File: config.mk
export PLATFORM = sky130hd
export DESIGN_NAME = ilk_ctrl
export DESIGN_NICKNAME = d
export VERILOG_FILES = /design/src/rtl/ilk_pkg.sv /design/src/rtl/ilk_decode.sv /design/src/rtl/ilk_hazard.sv /design/src/rtl/ilk_stages.sv /design/src/rtl/ilk_ctrl.sv
export SDC_FILE = /design/constraint.sdc
export NUM_CORES = 1
export LEC_CHECK = 0
export BUFFER_PORTS_ARGS = -buffer_cell sky130_fd_sc_hd__buf_2
export CAP_MARGIN = 15
export CORE_ASPECT_RATIO = 0.75
export CORE_MARGIN = 3
export CORE_UTILIZATION = 48
export CTS_CLUSTER_SIZE = 40
export DETAILED_ROUTE_END_ITERATION = 12
export GPL_TIMING_DRIVEN = 1
export HOLD_SLACK_MARGIN = 0.1
export PLACE_DENSITY_LB_ADDON = 0.2
export SYNTH_ARGS = -nofsm -noshare
export SYNTH_HDL_FRONTEND = slang
export SYNTH_SLANG_ARGS = --single-unit
File: constraint.sdc
create_clock -name clk -period 2.02 [get_ports clk]
set_clock_uncertainty 0.15 [all_clocks]
set_input_delay 0.303 -clock clk [delete_from_list [all_inputs] [get_ports clk]]
set_output_delay 0.303 -clock clk [all_outputs]
set_load 0.005 [all_outputs]
File: src/rtl/ilk_pkg.sv
`timescale 1ns/1ps
// Shared definitions for the interlock controller.
// Assumes the fixed 32-bit field layout: opcode [6:0], dest [11:7],
// first source [19:15], second source [24:20].
package ilk_pkg;
    localparam int REG_AW = 5;

    localparam logic [6:0] OPC_ALU    = 7'b0110011;
    localparam logic [6:0] OPC_ALUI   = 7'b0010011;
    localparam logic [6:0] OPC_LOAD   = 7'b0000011;
    localparam logic [6:0] OPC_STORE  = 7'b0100011;
    localparam logic [6:0] OPC_BRANCH = 7'b1100011;
    localparam logic [6:0] OPC_UPPER  = 7'b0110111;
    localparam logic [6:0] OPC_PCREL  = 7'b0010111;
    localparam logic [6:0] OPC_JUMP   = 7'b1101111;
    localparam logic [6:0] OPC_JUMPR  = 7'b1100111;

    // Per-stage decode result; flags are already gated by the slot valid bit.
    typedef struct packed {
        logic              wr;
        logic              use1;
        logic              use2;
        logic              load;
        logic              store;
        logic [REG_AW-1:0] rd;
        logic [REG_AW-1:0] rs1;
        logic [REG_AW-1:0] rs2;
    } dec_t;

    // Operand source for the instruction in execute.
    typedef enum logic [1:0] {
        FWD_RF  = 2'd0,
        FWD_MEM = 2'd1,
        FWD_WB  = 2'd2
    } fwd_t;
endpackage

File: src/rtl/ilk_decode.sv
`timescale 1ns/1ps
// Register-usage decoder for one pipeline slot.
// Reports which source fields are read and whether a destination is written.
// Assumes INSTR_W >= 32. An invalid slot reports no reads and no writes.
module ilk_decode #(
    parameter int INSTR_W = 32
) (
    input  logic [INSTR_W-1:0] instr,
    input  logic               valid,
    output ilk_pkg::dec_t      dec
);
    import ilk_pkg::*;

    logic unused_bits;
    assign unused_bits = ^{instr[INSTR_W-1:25], instr[14:12]};

    // Classify the opcode and extract the register fields.
    always_comb begin
        dec       = '0;
        dec.rd    = instr[7  +: REG_AW];
        dec.rs1   = instr[15 +: REG_AW];
        dec.rs2   = instr[20 +: REG_AW];
        case (instr[6:0])
            OPC_ALU:    begin dec.wr = 1'b1; dec.use1 = 1'b1; dec.use2 = 1'b1; end
            OPC_ALUI,
            OPC_JUMPR:  begin dec.wr = 1'b1; dec.use1 = 1'b1; end
            OPC_LOAD:   begin dec.wr = 1'b1; dec.use1 = 1'b1; dec.load = 1'b1; end
            OPC_STORE:  begin dec.use1 = 1'b1; dec.use2 = 1'b1; dec.store = 1'b1; end
            OPC_BRANCH: begin dec.use1 = 1'b1; dec.use2 = 1'b1; end
            OPC_UPPER,
            OPC_PCREL,
            OPC_JUMP:   dec.wr = 1'b1;
            default:    ;
        endcase
        if (!valid) begin
            dec.wr    = 1'b0;
            dec.use1  = 1'b0;
            dec.use2  = 1'b0;
            dec.load  = 1'b0;
            dec.store = 1'b0;
        end
    end
endmodule

File: src/rtl/ilk_hazard.sv
`timescale 1ns/1ps
// Read-after-write detection for the decode slot.
// Compares decode sources with the destinations of older slots and decides
// between stalling and forwarding. With WRITE_THROUGH set, the register file
// returns a same-cycle write, so the write-back slot never conflicts.
module ilk_hazard #(
    parameter bit WRITE_THROUGH = 1'b1
) (
    input  logic          clk,
    input  logic          rst_n,
    input  logic          bypass_en,
    input  ilk_pkg::dec_t d_id,
    input  ilk_pkg::dec_t d_ex,
    input  ilk_pkg::dec_t d_ma,
    input  ilk_pkg::dec_t d_wb,
    output logic          stall,
    output ilk_pkg::fwd_t fwd_a,
    output ilk_pkg::fwd_t fwd_b
);
    import ilk_pkg::*;

    // True when a read source matches a nonzero written destination.
    function automatic logic hit(input logic used, input logic [REG_AW-1:0] src,
                                 input dec_t prod);
        return used && prod.wr && (prod.rd != '0) && (prod.rd == src);
    endfunction

    logic a_ex, b_ex, a_ma, b_ma, wb_conf;
    logic unused_fields;

    assign a_ex = hit(d_id.use1, d_id.rs1, d_ex);
    assign b_ex = hit(d_id.use2, d_id.rs2, d_ex);
    assign a_ma = hit(d_id.use1, d_id.rs1, d_ma);
    assign b_ma = hit(d_id.use2, d_id.rs2, d_ma);
    assign unused_fields = ^{d_id, d_ex, d_ma};

    // The register file variant picks whether write-back can conflict.
    generate
        if (WRITE_THROUGH) begin : g_wt
            logic unused_wb;
            assign unused_wb = ^d_wb;
            assign wb_conf   = 1'b0;
        end else begin : g_nwt
            assign wb_conf = hit(d_id.use1, d_id.rs1, d_wb) ||
                             hit(d_id.use2, d_id.rs2, d_wb);
        end
    endgenerate

    // Choose stall and operand sources for the current mode.
    always_comb begin
        fwd_a = FWD_RF;
        fwd_b = FWD_RF;
        if (bypass_en) begin
            stall = ((a_ex || b_ex) && d_ex.load) || wb_conf;
            if (a_ex)      fwd_a = FWD_MEM;
            else if (a_ma) fwd_a = FWD_WB;
            if (b_ex)      fwd_b = FWD_MEM;
            else if (b_ma) fwd_b = FWD_WB;
        end else begin
            stall = a_ex || b_ex || a_ma || b_ma || wb_conf;
        end
    end

    // A stall always has a real nonzero source behind it.
    assert_stall_has_reader_R3: assert property (@(posedge clk) disable iff (!rst_n)
        stall |-> ((d_id.use1 && d_id.rs1 != '0) || (d_id.use2 && d_id.rs2 != '0)));

    // Forwarding hides every non-load conflict.
    assert_bypass_no_alu_stall_R7: assert property (@(posedge clk) disable iff (!rst_n)
        (bypass_en && !d_ex.load && !wb_conf) |-> !stall);
endmodule

File: src/rtl/ilk_stages.sv
`timescale 1ns/1ps
// Slot registers for decode, execute, memory and write-back.
// Each slot holds an instruction word and a valid bit. The execute slot also
// holds its operand selects. On stall the decode slot holds and execute
// receives an empty slot. Reset clears every valid bit.
module ilk_stages #(
    parameter int INSTR_W = 32,
    parameter int NSTG    = 4
) (
    input  logic               clk,
    input  logic               rst_n,
    input  logic [INSTR_W-1:0] if_instr,
    input  logic               if_valid,
    input  logic               stall,
    input  ilk_pkg::fwd_t      fwd_a_n,
    input  ilk_pkg::fwd_t      fwd_b_n,
    output logic [INSTR_W-1:0] instr_q [NSTG],
    output logic [NSTG-1:0]    valid_q,
    output ilk_pkg::fwd_t      fwd_a_q,
    output ilk_pkg::fwd_t      fwd_b_q
);
    import ilk_pkg::*;

    // Decode slot: load from fetch unless held.
    always_ff @(posedge clk) begin
        if (!rst_n) begin
            valid_q[0] <= 1'b0;
            instr_q[0] <= '0;
        end else if (!stall) begin
            valid_q[0] <= if_valid;
            instr_q[0] <= if_instr;
        end
    end

    // Older slots shift every cycle; execute takes an empty slot on stall.
    generate
        for (genvar s = 1; s < NSTG; s++) begin : g_slot
            if (s == 1) begin : g_ex
                always_ff @(posedge clk) begin
                    if (!rst_n) begin
                        valid_q[s] <= 1'b0;
                        instr_q[s] <= '0;
                    end else begin
                        valid_q[s] <= valid_q[s-1] && !stall;
                        instr_q[s] <= instr_q[s-1];
                    end
                end
            end else begin : g_old
                always_ff @(posedge clk) begin
                    if (!rst_n) begin
                        valid_q[s] <= 1'b0;
                        instr_q[s] <= '0;
                    end else begin
                        valid_q[s] <= valid_q[s-1];
                        instr_q[s] <= instr_q[s-1];
                    end
                end
            end
        end
    endgenerate

    // Operand selects travel with the instruction into execute.
    always_ff @(posedge clk) begin
        if (!rst_n || stall || !valid_q[0]) begin
            fwd_a_q <= FWD_RF;
            fwd_b_q <= FWD_RF;
        end else begin
            fwd_a_q <= fwd_a_n;
            fwd_b_q <= fwd_b_n;
        end
    end

    // Reset empties the pipeline.
    assert_empty_after_reset_R1: assert property (@(posedge clk)
        !rst_n |=> (valid_q == '0));

    // A held decode slot keeps its word and valid bit.
    assert_id_frozen_R5: assert property (@(posedge clk) disable iff (!rst_n)
        stall |=> ($stable(instr_q[0]) && valid_q[0] == $past(valid_q[0])));

    // A stall puts an empty slot into execute.
    assert_bubble_sent_R5: assert property (@(posedge clk) disable iff (!rst_n)
        stall |=> !valid_q[1]);

    // A forward select never rides on an empty slot.
    assert_fwd_on_real_slot_R7: assert property (@(posedge clk) disable iff (!rst_n)
        (fwd_a_q != FWD_RF || fwd_b_q != FWD_RF) |-> valid_q[1]);
endmodule

File: src/rtl/ilk_ctrl.sv
`timescale 1ns/1ps
// Top of the read-after-write interlock controller.
// Holds the per-stage slots, decodes each slot separately, detects conflicts
// for the decode slot and drives stall, bubble, forward selects and gated
// write enables. Assumes the fetch side honours pc_hold by re-presenting
// the same word; the block ignores the fetch inputs while holding.
module ilk_ctrl #(
    parameter int INSTR_W       = 32,
    parameter bit WRITE_THROUGH = 1'b1
) (
    input  logic               clk,
    input  logic               rst_n,
    input  logic               bypass_en,
    input  logic [INSTR_W-1:0] if_instr,
    input  logic               if_valid,
    output logic               pc_hold,
    output logic               ex_bubble,
    output logic [3:0]         stage_valid,
    output logic [1:0]         ex_fwd_a,
    output logic [1:0]         ex_fwd_b,
    output logic               wb_rf_we,
    output logic [4:0]         wb_rd,
    output logic               ma_mem_we
);
    import ilk_pkg::*;

    localparam int NSTG = 4;
    localparam int S_ID = 0;
    localparam int S_EX = 1;
    localparam int S_MA = 2;
    localparam int S_WB = 3;

    logic [INSTR_W-1:0] instr_q [NSTG];
    logic [NSTG-1:0]    valid_q;
    dec_t               dec [NSTG];
    logic               stall;
    fwd_t               fwd_a_n, fwd_b_n, fwd_a_q, fwd_b_q;

    ilk_stages #(.INSTR_W(INSTR_W), .NSTG(NSTG)) u_stages (
        .clk      (clk),
        .rst_n    (rst_n),
        .if_instr (if_instr),
        .if_valid (if_valid),
        .stall    (stall),
        .fwd_a_n  (fwd_a_n),
        .fwd_b_n  (fwd_b_n),
        .instr_q  (instr_q),
        .valid_q  (valid_q),
        .fwd_a_q  (fwd_a_q),
        .fwd_b_q  (fwd_b_q)
    );

    // One decoder per slot: each stage decodes its own word.
    generate
        for (genvar s = 0; s < NSTG; s++) begin : g_dec
            ilk_decode #(.INSTR_W(INSTR_W)) u_dec (
                .instr (instr_q[s]),
                .valid (valid_q[s]),
                .dec   (dec[s])
            );
        end
    endgenerate

    ilk_hazard #(.WRITE_THROUGH(WRITE_THROUGH)) u_hazard (
        .clk       (clk),
        .rst_n     (rst_n),
        .bypass_en (bypass_en),
        .d_id      (dec[S_ID]),
        .d_ex      (dec[S_EX]),
        .d_ma      (dec[S_MA]),
        .d_wb      (dec[S_WB]),
        .stall     (stall),
        .fwd_a     (fwd_a_n),
        .fwd_b     (fwd_b_n)
    );

    // Drive the block outputs from the slots and the conflict decision.
    always_comb begin
        pc_hold     = stall;
        ex_bubble   = !(valid_q[S_ID] && !stall);
        stage_valid = valid_q;
        ex_fwd_a    = fwd_a_q;
        ex_fwd_b    = fwd_b_q;
        wb_rd       = dec[S_WB].rd;
        wb_rf_we    = dec[S_WB].wr && (dec[S_WB].rd != '0);
        ma_mem_we   = dec[S_MA].store;
    end

    // Register writes come only from real slots with a nonzero target.
    assert_wb_write_real_R6: assert property (@(posedge clk) disable iff (!rst_n)
        wb_rf_we |-> (stage_valid[S_WB] && wb_rd != '0));

    // Memory writes come only from real slots.
    assert_store_real_R6: assert property (@(posedge clk) disable iff (!rst_n)
        ma_mem_we |-> stage_valid[S_MA]);

    // Older instructions keep moving while decode is held.
    assert_older_advance_R5: assert property (@(posedge clk) disable iff (!rst_n)
        (pc_hold && stage_valid[S_EX]) |=> stage_valid[S_MA]);

    // The bubble flag predicts the next execute slot.
    assert_bubble_predicts_R5: assert property (@(posedge clk) disable iff (!rst_n)
        ex_bubble |=> !stage_valid[S_EX]);
endmodule

======== Yosys cells after proc, flatten, opt, wreduce, memory -nomap -nowiden ========
Index checks and enable logic that the tools add are counted.
Widths: inputs -> output; s select.
cells by class
  reductions and logical operators ........ 41
  equality and inequality tests ........... 37
  bitwise operators ....................... 1
  multiplexer cells ....................... 28
operators by type and width
  cell                number
  $eq 7x6->1 const B  11
  $eq 7x7->1 const B  11
  $eq 7x5->1 const B  7
  $eq 7x2->1 const B  4
  $reduce_or 6->1     4
  $mux 1              22
  $reduce_or 7->1     3
  $eq 5x5->1          4
  $reduce_or 3->1     6
  $logic_and 1x1->1   15
  $mux 5              3
  $reduce_bool 5->1   3
  $logic_or 1x1->1    5
  $logic_not 1->1     4
  $mux 2              2
  $mux 4              1
  $reduce_or 2->1     1
  $not 1->1           1
storage, ports and cells
  word-level logic and storage cells ...... 119
  input port bits ......................... 36
  output and inout bits ................... 17
  flip-flop bits (word level) ............. 69

======== Depth between registers and ports, before layout ========
Gate-level depths: netlist (run 1).
  word-level depth ........................ 14
  mapped depth ............................ 7
  depth with buffers taken out ............ 6

======== Hierarchy ========
A second synthesis (run 1) with hierarchy kept.
unflattened totals
  cell total of the unflattened synthesis .. 495
  area, all modules ....................... 5,178.7 µm²
modules (own cells, without submodules)
  module      sequential area each (µm²)  area each (µm²)  cells each  instances
  ilk_stages  2,722.6                     4,041.4          323         1
  ilk_decode  0.0                         200.2            31          4
  ilk_hazard  0.0                         315.3            45          1
  ilk_ctrl    0.0                         21.3             3           1

======== Worst setup path before layout (run 1) ========
OpenSTA, ideal clock, no wires.
  path type ............................... register to output
  start ................................... register u_stages.instr_q[72] (netlist bit)
  end ..................................... output port ex_bubble
  buffers on the path ..................... 1
  arrival time ............................ 1.668 ns
  stages on the path, launching flop included .. 8
  slack ................................... -0.101 ns
  data required time ...................... 1.567 ns
  cell sequence ........................... dfxtp_1 -> or4_1 -> o2111ai_1 -> a21oi_1 -> o211a_2 -> nor2_1 -> buf_4 -> nand2_1
on the way
  longest elaborated chain between the ends .. 10
  elaborated cells on any way between the ends .. 15
  those cells by class .................... eq/ne (2); mux (1); reduce/logical (12)
ends and longest elaborated chain
  element                            RTL line                            text
  from (decl)                        ilk_stages.sv:17                    output logic [INSTR_W-1:0] instr_q [NSTG],
  from (signal, indexed assignment)  ilk_stages.sv:45                    instr_q[s] <= instr_q[s-1];
  $reduce_bool 5->1                  ilk_hazard.sv:25                    return used && prod.wr && (prod.rd != '0) && (prod.rd == src);
  $logic_and 1x1->1 (2 in series)    ilk_hazard.sv:25
  $logic_or 1x1->1 *                 ilk_hazard.sv:54, ilk_hazard.sv:60
  $logic_or 1x1->1 (2 in series)     ilk_hazard.sv:60                    stall = a_ex || b_ex || a_ma || b_ma || wb_conf;
  $mux 1 *                           ilk_hazard.sv:53                    if (bypass_en) begin
  $logic_not 1->1 *                  n/a
  $logic_and 1x1->1 *                ilk_ctrl.sv:80                      ex_bubble = !(valid_q[S_ID] && !stall);
  $logic_not 1->1 *                  ilk_ctrl.sv:80
  to (decl)                          ilk_ctrl.sv:17                      output logic ex_bubble,
Every way passes the cells marked *; elsewhere a longest branch is shown, timed or not.

======== Final worst setup path (run 1) ========
  start ................................... register u_stages.instr_q[75] (netlist bit)
  end ..................................... output port pc_hold
on the way
  longest elaborated chain between the ends .. 7
  elaborated cells on any way between the ends .. 12
  those cells by class .................... eq/ne (2); mux (1); reduce/logical (9)
ends and longest elaborated chain
  element                          RTL line                            text
  $reduce_bool 5->1                ilk_hazard.sv:25
  $logic_and 1x1->1 (2 in series)  ilk_hazard.sv:25
  $logic_or 1x1->1 *               ilk_hazard.sv:54, ilk_hazard.sv:60
  $logic_or 1x1->1 (2 in series)   ilk_hazard.sv:60
  $mux 1 *                         ilk_hazard.sv:53
  to (decl)                        ilk_ctrl.sv:16                      output logic pc_hold,
Marked as above.

==> results of run 1 <==
where the power goes:
group	internal, uW	switching (uW)
sequential	1350	38.7
combinational	143	127
clock	730	507
state kept, by name, summed over array words and instances, names as in the netlist:
signal and flops:
u_stages.fwd_a_q 2, u_stages.fwd_b_q 2, u_stages.instr_q 58, u_stages.valid_q 4
path summary, 6_finish.rpt:
kind	to	depth (start not counted)	start	slack (ps)
max reg2reg	u_stages.valid_q[1]	11	u_stages.instr_q[75]	-260
min	u_stages.instr_q[0]	2	rst_n	210
min reg2reg	u_stages.instr_q[73]	2	u_stages.instr_q[105]	290
max	pc_hold	8	u_stages.instr_q[75]	-510
layout by cell type (no fill, tap or decap), types with 10 or more instances in the layout:
cell type / synthesis / layout
inv_1: 10 / 10
dfxtp_1: 66 / 57
clkbuf_8: 0 / 10
buf_6: 0 / 10
dlygate4sd3_1: 0 / 23
buf_4: 10 / 30
and2_1: 29 / 29
nand2_1: 31 / 30
xnor2_1: 17 / 13
buf_2: 1 / 41
per-layer routing:
metal  part of all wire, %  up-vias  GRT usage (%)
li1                      -     1106              -
met1                    42     1063           27.3
met2                    48       97           31.0
met3                   7.5       13           7.96
met4                   2.3        0           5.09
met5                     0        -              0
kinds of logic after synthesis:
logic type      count (synthesis)  share of synthesized area, %
compound gates                 40                          9.50
flops                          66                          52.0
xor+xnor                       20                          6.89
mux                             9                          3.54
simple gates                  107                          22.0
buf+inv                        31                          6.10
through the flow:
| stage | TNS (ps) | util, % |
|---|---|---|
| after global placement | -1420 | 58.8 |
| after CTS | -2930 | 72.3 |
| after global routing | -7700 | 78.4 |
| final | -5650 | 78.4 |
| after detailed placement | -2170 | 58.8 |
| after floorplan | -30.2 | - |
timing repair:
action | 4_1_cts | 5_1_grt
setup buffers | 11 | 7
endpoints found under the hold margin | 23 | 0
pin swaps | 15 | 27
cloned | 1 | 1
setup endpoints to repair | 29 | 32
hold buffers | 23 | 0
gates resized for setup | 36 | 61
worst reg2reg max path: stages (launching register included):
cell     delay [ps]
dfxtp_2         330
buf_4           160
xnor2_2         130
nand2_1         110
nor4_2          360
buf_4           190
o211a_4         180
nor2_4           40
buf_4           130
buf_6           120
buf_6           130
and3_4          160
layout make-up:
type                            instances  area (um2)
Inverter                               11        41.3
Multi-Input combinational cell        176        1400
Clock inverter                          6        90.1
Fill cell                             322        1080
Tap cell                               72        90.1
Timing Repair Buffer                  107         833
Sequential cell                        66        1330
Clock buffer                           10         138
==> summary.md, run 1 <==
| Metric | Value |
|---|---|
| Status | finished, violations left |
| Failing checks | negative setup slack |
| Synth Warn # | 0 |
| Leakage | between 0.0015 and 0.002 uW |
| Port Buffer Count | 42 |
| Iteration-0 DRC Markers | ~130 |
| Worst-margin pin slew | 373 ps |
| Most common cell in the synthesized netlist | dfxtp_1 |
| Clock Root Buffer | clkbuf_8 |
| RSZ-0062 raised after global routing | true |
| CTS sink count | 66 |
| Critical Path End Type | output port |
| Slew Limit Fails | 0 |
| Via count | about 2300 |
| Post-Layout Inst Area | 3930 um2 |
| Worst Path Required | about 1600 ps |
| WP data arrival | 2070 ps |
| Mapped Cells | between 200 and 300 |
| DP Cell Count | between 300 and 400 |
| Hold Violations, Final | 0 |
| First-pass GRT wire length | between 9 and 10 mm |
| Peak VDD IR | approximately 0.00063 V |
| Vias in the first global route | 2080 |
| Synth Area per Inst | 9.31 um2 |
| Clock latency on the worst-skew pair | approximately 350 ps |
| Hold WC Path Type | in2reg |
| I/O pin total | 53 |
| EDFF count, synth | 0 |
| Fin cells | ~450 |
| Rows | 22 |
| Clock transition at path regs | ~70 ps |
| PD cells | between 700 and 800 nW/um2 |
| WS Path Type | reg2out |
| FFs w/ async S/R, synth | 0% |
| Final Worst Setup Slack | -505 ps |
| DRT Pass-1 Iters | 4 |
| Critical path's slowest cell | nor4_2 |
| Synth Flop Type | dfxtp_1 |
| Highest Clock Rate | approximately 0.40 GHz |
| Post-synthesis cell type count | 31 |
| Final period util | 125% |
| Area of the core | 5010 um2 |
| Family with the most delay on the worst path | simple AND/OR/NAND/NOR gates |
| GRT Overall Usage | between 20% and 30% |
| Routability congestion estimate | between 0.8 and 0.9 |
| Largest net degree at the start of global routing | 23 |
| CTS Buf Count | 9 |
| Relative slew margins | roughly three quarters |
| Crit-path max cell delay | roughly 360 ps |
| Routed Antenna Nets | 0 |
| Ranking of synthesized cells by area | dfxtp_1 52%, and2_1 7.1%, xnor2_1 5.9% |
| Synthesized area | ~2500 um2 |
| Worst-path cell chain | buf_4 > xnor2_2 > nand2_1 > nor4_2 > buf_4 > o211ai_1 > nand2_1 > buf_2 |
| #FFs+latches synth | between 60 and 70 |
| Die width | between 90 and 100 um |
| CTS tree | yes |
| WL/cell | 16.2 um |
| Final WL | between 7 and 8 mm |
| Finish-stage setup viols | 30 |
| Final net count | 407 |
| Fin crit period | about 2500 ps |
| GRT overflow | 0 |
| Initial core utilization | approximately 51% |
| Share of the synthesized area in the top cell type | between 50 and 60% |
| Antenna violations before repair | 0 |
| Syn_nets | a little over 300 |
| Critical Path Fanout Max | 3 |
| Placement Setup Slack | -137 ps |
| Worst path buffer plus inverter count | 3 |
| Longest Clk Path Bufs | 2 |
| Vias per inst | between 5 and 6 |
| Detailed Place HPWL | around 3.8 mm |
| Layout Area Growth over Synthesis | 54.4% |
| Total chip power | 2890 uW |
| Max cap viols | 0 |
| Die area | around 6200 um2 |
| DRC errors left | 0 |
| Share of cells above drive strength 1 | 42.6% |
| CTS H-tree depth | 3 |
| Placed inst area | between 2000 and 3000 um2 |
| Register area share after synthesis | roughly half |
| Startpoint types | flop |
| WHS | around 210 ps |
| Post-synth top area cell | dfxtp_1 |
| Antenna cells | 0 |
| Synth cell count leaders | 66 x dfxtp_1, 31 x nand2_1, 29 x and2_1, 17 x xnor2_1, 15 x nand3_1 |
| Die boundary height | 69.0 um |
(Power assumes the default switching activity.)
==> run 2: changes to the inputs <==
- BUFFER_PORTS_ARGS: -buffer_cell sky130_fd_sc_hd__buf_2 -> not set
- CORE_UTILIZATION: 48 -> 55
- DONT_BUFFER_PORTS: not set -> 1
==> run 2 against run 1 <==
Compared with the run above: the run still ends with negative setup slack left; fmax grew 5.6%; sequential power is essentially flat; wire length grew 9.5%; die area shrank 12%; combinational power shrank 6%; cell area shrank 8.6%; count of clock-buffer cells in the layout grew 4; sequential share of layout area grew 3.1 points; critical endpoint unchanged; highest routed layer unchanged.
==> summary.md, run 2 (synthesis results as in run 1) <==
| Metric | Value |
|---|---|
| Longest Clk Path Bufs | 2 (unchanged) |
| Most common cell after layout, fill and taps aside | dfxtp_1 |
| Worst-margin pin slew | 442 ps (+68.8 ps) |
| PD cells | 749 nW/um2 (+1.6%) |
| Area of the core | 4250 um2 (-15%) |
| Max FFs per register | 58 (unchanged) |
| WHS | 137 ps (-76.0 ps) |
| Antenna violations before repair | 0 (unchanged) |
| Via count | 2277 (-0.088%) |
| Leakage | 0.00156 uW (-13%) |
| Routed Antenna Nets | 0 (unchanged) |
| DP Cell Count | 331 (-16%) |
| CTS sink count | 66 (unchanged) |
| Port Buffer Count | 0 (-100%) |
| Switching power | 668 uW (-0.68%) |
| GRT Overall Usage | 24.3% (+4.0 points) |
| GRT overflow | 0 (unchanged) |
| Routability congestion estimate | 0.910 (+4.7%) |
| Clock latency on the worst-skew pair | 350 ps (about the same) |
| CTS H-tree depth | 3 (unchanged) |
| Largest net degree at the start of global routing | 55 (+140%) |
| Final WL | 7.95 mm (+9.5%) |
| Die width | 84.5 um (-6.1%) |
| Switching part of the total | 24.9% (+1.6 points) |
| Layout Area Growth over Synthesis | 41.1% |
| Logic pwr share | 9.5% (+0.2 points) |
| Seq pwr share | 51.8% (+3.9 points) |
| Detailed Place HPWL | 3.55 mm (-7.5%) |
| CTS tree | yes |
| Fin cells | 388 (-13%) |
| Total chip power | 2690 uW (-7.2%) |
| Vias per inst | 5.87 (+15%) |
| Highest Clock Rate | 0.418 GHz (+5.6%) |
| WS Path Type | reg2out |
| Clock transition at path regs | 80 ps (about the same) |
| Highest-count cells in the layout ignoring fill and taps | 59 x dfxtp_1, 30 x buf_4, 29 x and2_1, 27 x nand2_1, 24 x dlygate4sd3_1 |
| Die area | 5480 um2 (-12%) |
| Final Worst Setup Slack | -372 ps (+133 ps) |
| First-pass GRT wire length | 10.2 mm (+2.8%) |
| Slew Limit Fails | 0 (unchanged) |
| Relative slew margins | 70.4% (-4.5 points) |
| Placement Setup Slack | -177 ps (-39.3 ps) |
| Placed inst area | 2680 um2 (-9.1%) |
| Finish-stage setup viols | 27 (-10%) |
| Filler instances | 212 (-34%) |
| RSZ-0062 raised after global routing | true |
| DRC errors left | 0 (unchanged) |
| Worst Path Required | 1570 ps (about the same) |
| Antenna cells | 0 (unchanged) |
| Biggest register | u_stages.instr_q |
| Clock power frac | 38.7% (-4.0 points) |
| Hold Violations, Final | 0 (unchanged) |
| Hold WC Path Type | in2reg |
| Share of cells above drive strength 1 | 33.6% (-8.9 points) |
| Iteration-0 DRC Markers | 234 (+79%) |
| Final net count | 364 (-11%) |
| Startpoint types | flop |
| Die boundary height | 64.9 um (-6.0%) |
| WP data arrival | 1940 ps (-130 ps) |
| Failing checks | negative setup slack |
| Peak VDD IR | 0.000786 V (+25%) |
| Top flop regs | u_stages.instr_q x58, u_stages.valid_q x4 |
| Final period util | 118% (-6.6 points) |
| Post-Layout Inst Area | 3590 um2 (-8.6%) |
| Int Pwr | 2020 uW (-9.2%) |
| Max cap viols | 0 (unchanged) |
| I/O pin total | 53 (unchanged) |
| WL/cell | 20.5 um (+26%) |
| Status | finished, violations left |
| Fin crit period | 2390 ps (-133 ps) |
| DRT Pass-1 Iters | 5 (+1) |
| Vias in the first global route | 2071 (-0.43%) |
| CTS Buf Count | 9 (unchanged) |
| Critical Path Fanout Max | 5 (+2) |
| Initial core utilization | 59.8% (+9.0 points) |
| Clock Root Buffer | clkbuf_8 |
| Critical Path End Type | output port |
| Rows | 20 (-9.1%) |
run 2: cell count changes in the layout (fill, tap and decap cells not counted), sizes merged:
cell,previous run,this run
clkinv,4,3
clkinvlp,1,0
bufinv,2,0
clkbuf,11,14
buf,83,40
dlygate4sd3,23,24
run 2: path summary, 6_finish.rpt:
| path | from | end | slack (ps) | depth (start not counted) |
|---|---|---|---|---|
| worst max-delay path | u_stages.instr_q[99] | pc_hold | -370 | 6 |
| worst min-delay path | rst_n | u_stages.instr_q[97] | 140 | 2 |
| worst max register to register | u_stages.instr_q[99] | u_stages.instr_q[113] | -320 | 11 |
| worst min register to register | u_stages.instr_q[103] | u_stages.instr_q[71] | 310 | 2 |
run 2: metal layers:
layer  global-route usage, %  vias up  wire, um
met5                       0        -         0
met4                    10.5        0       488
met3                    10.2       53       878
met2                    38.1      160      3590
met1                    29.5     1047      3000
li1                        -     1017         -
run 2: timing repair:
action                                 4_1_cts  5_1_grt
setup endpoints to repair                   24       29
endpoints found under the hold margin       64        0
hold buffers                                25        0
buffers inserted                             5       12
pin swaps                                   12       13
resized for setup                           36       51
run 2: per-stage QoR:
stage | TNS, ps | util, %
finish | -6310 | 84.3
global route | -8470 | 84.3
detailed placement | -2020 | 62.9
CTS | -1500 | 76.8
floorplan | -30.2 | -
global placement | -1710 | 62.9
run 2: worst max-delay path, cell delays in order, from the launching register on:
cell      delay (ps)
dfxtp_2          330
and4b_1          340
o21ai_4          110
nor4_1           330
buf_4            200
o21bai_2         130
nand2_4          140
run 2: power by group through the flow:
stage | combinational (uW) | clock [uW] | sequential, uW
2_1_floorplan | 108 | 0 | 1400
6_report | 254 | 1040 | 1390
3_3_place_gp | 124 | 0 | 1410
3_5_place_dp | 128 | 0 | 1410
5_1_grt | 269 | 1100 | 1400
4_1_cts | 190 | 1040 | 1380
run 2: area by class of cell:
class | instances | area, um2 | area share, %
Sequential cell | 66 | 1330 | 37.1
Multi-Input combinational cell | 176 | 1370 | 38.2
Inverter | 11 | 41.3 | 1.15
Clock buffer | 14 | 173 | 4.81
Timing Repair Buffer | 64 | 594 | 16.6
Tap cell | 55 | 68.8 | 1.92
Clock inverter | 2 | 10.0 | 0.279
